==> config.mk <==
export PLATFORM = sky130hd
export DESIGN_NAME = priv_status_ctl
export DESIGN_NICKNAME = d
export VERILOG_FILES = /design/src/rtl/psr_pkg.sv /design/src/rtl/psr_state.sv /design/src/rtl/psr_mode_dec.sv /design/src/rtl/psr_access.sv /design/src/rtl/psr_irq_gate.sv /design/src/rtl/priv_status_ctl.sv
export SDC_FILE = /design/constraint.sdc
export NUM_CORES = 1
export LEC_CHECK = 0
export ABC_AREA = 0
export BUFFER_PORTS_ARGS = -buffer_cell sky130_fd_sc_hd__buf_4
export CAP_MARGIN = 20
export CORE_ASPECT_RATIO = 1.5
export CORE_UTILIZATION = 35
export DETAILED_ROUTE_END_ITERATION = 10
export PLACE_DENSITY = 0.76
export SLEW_MARGIN = 20
export SYNTH_ARGS = -nofsm -noshare
export SYNTH_HDL_FRONTEND = slang
export SYNTH_SLANG_ARGS = --single-unit
==> constraint.sdc <==
create_clock -name clk -period 2.1 [get_ports clk]
set_input_delay 0.21 -clock clk [delete_from_list [all_inputs] [get_ports clk]]
set_output_delay 0.21 -clock clk [all_outputs]
set_load 0.01 [all_outputs]
==> src/rtl/psr_pkg.sv <==
package psr_pkg;

   // field positions of the status word
   localparam int B_IEN = 0;
   localparam int B_EXC = 1;
   localparam int B_ERR = 2;
   localparam int B_PM  = 3;   // two bits: B_PM+1 : B_PM
   localparam int B_WU  = 5;
   localparam int B_WS  = 6;
   localparam int B_WK  = 7;
   localparam int B_IM  = 8;   // mask field starts here
   localparam int B_SR  = 20;
   localparam int B_TS  = 21;
   localparam int B_BEV = 22;
   localparam int STAT_MIN_W = B_BEV + 1;
   localparam int IM_MAX_W   = B_SR - B_IM;

   typedef enum logic [1:0] {
      PRIV_KERN = 2'b00,
      PRIV_SUPV = 2'b01,
      PRIV_USER = 2'b10
   } priv_e;

   localparam logic [1:0] SEG_KERN = 2'b00;
   localparam logic [1:0] SEG_SUPV = 2'b01;
   localparam logic [1:0] SEG_USER = 2'b10;

endpackage

==> src/rtl/psr_state.sv <==
module psr_state
   import psr_pkg::*;
#(
   parameter int DATA_W = 32,
   parameter int IRQ_N  = 8
) (
   input  logic              clk,
   input  logic              cold_rst,
   input  logic              soft_rst,
   input  logic              nmi,
   input  logic              exc_enter,
   input  logic              exc_return,
   input  logic              wr_en,
   input  logic [DATA_W-1:0] wr_data,
   output logic [DATA_W-1:0] stat_q
);

   localparam logic [DATA_W-1:0] ONE = DATA_W'(1);
   localparam logic [DATA_W-1:0] IM_MASK = ((ONE << IRQ_N) - ONE) << B_IM;
   localparam logic [DATA_W-1:0] WR_MASK =
      (ONE << B_IEN) | (ONE << B_EXC) | (ONE << B_ERR) |
      (ONE << B_PM)  | (ONE << (B_PM + 1)) |
      (ONE << B_WU)  | (ONE << B_WS)  | (ONE << B_WK) |
      IM_MASK |
      (ONE << B_SR)  | (ONE << B_TS)  | (ONE << B_BEV);
   // undefined bits are forced to zero so that simulation stays deterministic
   localparam logic [DATA_W-1:0] COLD_VAL = (ONE << B_ERR) | (ONE << B_BEV);

   logic [DATA_W-1:0] stat_d;

   always_comb begin
      stat_d = stat_q;
      if (soft_rst || nmi) begin
         stat_d[B_SR]  = 1'b1;
         stat_d[B_ERR] = 1'b1;
         stat_d[B_BEV] = 1'b1;
      end else if (exc_enter) begin
         stat_d[B_EXC] = 1'b1;
      end else if (exc_return) begin
         if (stat_q[B_ERR]) begin
            stat_d[B_ERR] = 1'b0;
         end else begin
            stat_d[B_EXC] = 1'b0;
         end
      end else if (wr_en) begin
         stat_d = wr_data & WR_MASK;
      end
   end

   always_ff @(posedge clk) begin
      if (cold_rst) begin
         stat_q <= COLD_VAL;
      end else begin
         stat_q <= stat_d;
      end
   end

endmodule

==> src/rtl/psr_mode_dec.sv <==
module psr_mode_dec
   import psr_pkg::*;
#(
   parameter bit RSVD_AS_USER = 1'b1   // privilege field 11: user (1) or kernel (0)
) (
   input  logic       exc_lvl,
   input  logic       err_lvl,
   input  logic [1:0] pm_fld,
   input  logic       wide_k,
   input  logic       wide_s,
   input  logic       wide_u,
   output priv_e      mode,
   output logic       op64_ok
);

   always_comb begin
      if (exc_lvl || err_lvl) begin
         mode = PRIV_KERN;
      end else begin
         unique case (pm_fld)
            2'b00:   mode = PRIV_KERN;
            2'b01:   mode = PRIV_SUPV;
            2'b10:   mode = PRIV_USER;
            default: mode = RSVD_AS_USER ? PRIV_USER : PRIV_KERN;
         endcase
      end
   end

   logic unused_wide_k;
   assign unused_wide_k = wide_k;   // kernel level always allows wide operations

   always_comb begin
      unique case (mode)
         PRIV_SUPV: op64_ok = wide_s;
         PRIV_USER: op64_ok = wide_u;
         default:   op64_ok = 1'b1;
      endcase
   end

endmodule

==> src/rtl/psr_access.sv <==
module psr_access
   import psr_pkg::*;
(
   input  priv_e      mode,
   input  logic       acc_req,
   input  logic [1:0] acc_seg,
   input  logic [1:0] miss_seg,
   input  logic       wide_k,
   input  logic       wide_s,
   input  logic       wide_u,
   output logic       acc_fault,
   output logic       xrefill_sel
);

   logic allowed;

   always_comb begin
      unique case (acc_seg)
         SEG_KERN: allowed = (mode == PRIV_KERN);
         SEG_SUPV: allowed = (mode != PRIV_USER);
         SEG_USER: allowed = 1'b1;
         default:  allowed = 1'b0;
      endcase
      acc_fault = acc_req && !allowed;
   end

   always_comb begin
      unique case (miss_seg)
         SEG_KERN: xrefill_sel = wide_k;
         SEG_SUPV: xrefill_sel = wide_s;
         SEG_USER: xrefill_sel = wide_u;
         default:  xrefill_sel = 1'b0;
      endcase
   end

endmodule

==> src/rtl/psr_irq_gate.sv <==
module psr_irq_gate #(
   parameter int IRQ_N = 8
) (
   input  logic             ien,
   input  logic             exc_lvl,
   input  logic             err_lvl,
   input  logic [IRQ_N-1:0] mask,
   input  logic [IRQ_N-1:0] pend,
   output logic             irq
);

   logic [IRQ_N-1:0] hit;

   for (genvar i = 0; i < IRQ_N; i++) begin : g_line
      assign hit[i] = pend[i] & mask[i];
   end

   assign irq = ien && !exc_lvl && !err_lvl && (|hit);

endmodule

==> src/rtl/priv_status_ctl.sv <==
module priv_status_ctl
   import psr_pkg::*;
#(
   parameter int DATA_W       = 32,
   parameter int IRQ_N        = 8,
   parameter bit RSVD_AS_USER = 1'b1
) (
   input  logic              clk,
   input  logic              cold_rst,
   input  logic              soft_rst,
   input  logic              nmi,
   input  logic              wr_en,
   input  logic [DATA_W-1:0] wr_data,
   output logic [DATA_W-1:0] rd_data,
   input  logic              exc_enter,
   input  logic              exc_return,
   input  logic [IRQ_N-1:0]  irq_pend,
   input  logic              acc_req,
   input  logic [1:0]        acc_seg,
   input  logic [1:0]        miss_seg,
   output logic [1:0]        cur_mode,
   output logic              irq_req,
   output logic              acc_fault,
   output logic              xrefill_sel,
   output logic              op64_ok
);

   if (DATA_W < STAT_MIN_W) begin : g_bad_width
      $error("priv_status_ctl: DATA_W too small for the status layout");
   end
   if (IRQ_N < 1 || IRQ_N > IM_MAX_W) begin : g_bad_irq
      $error("priv_status_ctl: IRQ_N out of range");
   end

   logic [DATA_W-1:0] stat;
   priv_e             mode;

   psr_state #(
      .DATA_W (DATA_W),
      .IRQ_N  (IRQ_N)
   ) u_state (
      .clk        (clk),
      .cold_rst   (cold_rst),
      .soft_rst   (soft_rst),
      .nmi        (nmi),
      .exc_enter  (exc_enter),
      .exc_return (exc_return),
      .wr_en      (wr_en),
      .wr_data    (wr_data),
      .stat_q     (stat)
   );

   psr_mode_dec #(
      .RSVD_AS_USER (RSVD_AS_USER)
   ) u_mode (
      .exc_lvl (stat[B_EXC]),
      .err_lvl (stat[B_ERR]),
      .pm_fld  (stat[B_PM +: 2]),
      .wide_k  (stat[B_WK]),
      .wide_s  (stat[B_WS]),
      .wide_u  (stat[B_WU]),
      .mode    (mode),
      .op64_ok (op64_ok)
   );

   psr_access u_access (
      .mode        (mode),
      .acc_req     (acc_req),
      .acc_seg     (acc_seg),
      .miss_seg    (miss_seg),
      .wide_k      (stat[B_WK]),
      .wide_s      (stat[B_WS]),
      .wide_u      (stat[B_WU]),
      .acc_fault   (acc_fault),
      .xrefill_sel (xrefill_sel)
   );

   psr_irq_gate #(
      .IRQ_N (IRQ_N)
   ) u_irq (
      .ien     (stat[B_IEN]),
      .exc_lvl (stat[B_EXC]),
      .err_lvl (stat[B_ERR]),
      .mask    (stat[B_IM +: IRQ_N]),
      .pend    (irq_pend),
      .irq     (irq_req)
   );

   assign rd_data  = stat;
   assign cur_mode = mode;

endmodule

==> flow_metrics.tcl <==
set metrics [dict create \
    crit_arrival_ns 1.79 \
    grt_setup_unrepaired "false" \
    post-place-cells 223 \
    synth_ff_type "dfxtp_1" \
    drtAntennaViolNets 0 \
    finalCriticalPeriod_ns 2.00 \
    fp-row-count 25 \
    grt_pass1_vias 1061 \
    routed_wl_um 2900 \
    slew-limit-headroom 0.639 \
    worstSkewPairLatency_ns 0.26 \
    yosysTopAreaCellShare 0.320 \
    vdd_drop_max_mv 0.361 \
    reg_top3 "u_state.stat_q x19" \
    syn-instance-count 130 \
    timing.setup.tns_ns 0 \
    clockBufferDepth 2 \
    finalHoldViolCount 0 \
    synth_seq_area_share 0.320 \
    ys_top_cells_by_count "buf_4, dfxtp_1, nand2b_1" \
    clock-skew-final_ns 0.000459 \
    dpl.hpwl_um 2160 \
    tightest_slew_ns 0.541 \
    layout-drive-gt1-share 0.455 \
    drcViolationCount 0 \
    place.gp.congestion 0.748 \
    cts.sinks 19 \
    max_freq_mhz 500 \
    die_h_um 73.4 \
    num_vias 1100 \
    core_sq_um 3190 \
    grt_max_degree 34 \
    drv.max_cap_violation_count 0 \
    antenna_found_initial 0 \
    area_growth_pct 39.5 \
    setup_viol 0 \
    critPathMaxFanout 4 \
    path_class "flop to primary output" \
    ys_warn_count 0 \
    finalCritPeriodShare 0.952 \
    largest_register "u_state.stat_q" \
    wl_per_cell_um 12.8 \
    post-cts-setup-buffers 0 \
    hold_path_class "primary input to flop" \
    synth_edf_count 0 \
    num_io_pins 90 \
    numCtsBuffers 3 \
    cts_root_buf "clkbuf_8" \
    ys_async_sr_fraction 0 \
    required_ns 1.89 \
    critPathCaptureType "primary output" \
    die-area_sq_um 3640 \
    via_per_inst 4.85 \
    grt_overflow_total 0 \
    whs_ns 0.158 \
    drtIter0Drc 21 \
    htreeDepth 1 \
    io_buffers 63 \
    clk_pin_slew_ns 0.08 \
    num-nets-final 243 \
    cts_tree "yes" \
    diodes 0 \
    synth.avg_cell_area_sq_um 9.15 \
    largest_register_ffs 19 \
    synthTopCellsByArea "dfxtp_1, buf_4, nand4b_1, nand2b_1, o21ai_2" \
    status "completed" \
    yosysMostFrequentCell "buf_4" \
    synth-seq-cells 19 \
    powerDensity_nw_per_um2 462 \
    die_w_um 49.6 \
    startpoint_type "flop" \
    dr.pass1.iters 4 \
    yosysUniqueCellTypes 31 \
    synth.cell_area_sq_um 1190 \
    grt_pass1_wl_um 4600 \
    leakage_uw 0.000723 \
    initial_utilization 0.373 \
    grt_usage 0.160 \
    yosysTopAreaCell "dfxtp_1" \
    fin_cells 227 \
    cts_hold_buf 0 \
    slew_viol_final 0 \
]
[where the power goes]
part           internal, uW  switching, uW  leakage, uW
Sequential              367           7.24     0.000154
Combinational          77.1           56.3     0.000548
Clock                   134            126    0.0000217
[critical path: stages, from the launching register on]
cell	delay (ns)
dfxtp_2	0.36
nor4b_4	0.32
inv_1	0.10
ha_1	0.18
or3_1	0.30
a21boi_1	0.14
buf_4	0.13
[timing repair]
| item | CTS | global route |
|---|---|---|
| setup endpoints to repair | 1 | 1 |
| gates resized for setup | 1 | 3 |
| pin swaps | 0 | 1 |
[layout make-up]
type | instances | area, sq um
Fill cell | 335 | 1530
Multi-Input combinational cell | 96 | 676
Timing Repair Buffer | 66 | 495
Sequential cell | 19 | 383
Tap cell | 40 | 50.0
Clock buffer | 3 | 41.3
Clock inverter | 1 | 7.51
Inverter | 2 | 7.51
[worst paths after layout]
path / from / depth (start not counted) / to / slack (ns)
min reg2reg: u_state.stat_q[0] / 2 / u_state.stat_q[0] / 0.49
max: u_state.stat_q[4] / 6 / acc_fault / 0.1
min: wr_data[2] / 3 / u_state.stat_q[2] / 0.16
max reg2reg: u_state.stat_q[2] / 3 / u_state.stat_q[1] / 1.24
[cell families (layout without fill, tap and decap cells)]
logic type,Yosys count,count (layout),share of synthesized area
compound gates,29,29,0.175
fa+ha+maj,3,3,0.0315
buf+inv,27,72,0.163
flops,19,19,0.320
mux,3,3,0.0252
other cells,1,13,0.00315
simple gates,48,48,0.283
[per-layer routing]
layer | routed length [um] | up-vias | track usage
li1 | - | 547 | -
met1 | 1200 | 510 | 0.189
met2 | 1510 | 41 | 0.291
met3 | 161 | 2 | 0.0207
met4 | 24 | 0 | 0.0571
met5 | 0 | - | 0
[per-stage QoR]
step	worst slack [ns]	util	area, sq um	total power, uW
4_1_cts	0.0311	0.520	1660	773
3_5_place_dp	0.273	0.502	1600	515
6_report	0.0999	0.520	1660	767
2_1_floorplan	0.226	-	1240	457
5_1_grt	0.000643	0.520	1660	799
3_3_place_gp	0.314	0.502	1600	513
[cell usage in the layout (no fill, tap or decap), types with 3 or more instances in the layout]
cell type	count
conb_1	13
ha_1	3
clkbuf_8	3
nand2b_1	17
o21ai_0	9
o21ai_2	10
dfxtp_1	17
mux2i_1	3
nand2_1	5
buf_4	66
nand4b_1	15
nor2_1	3
No activity file was read; power rests on OpenSTA's default activity.
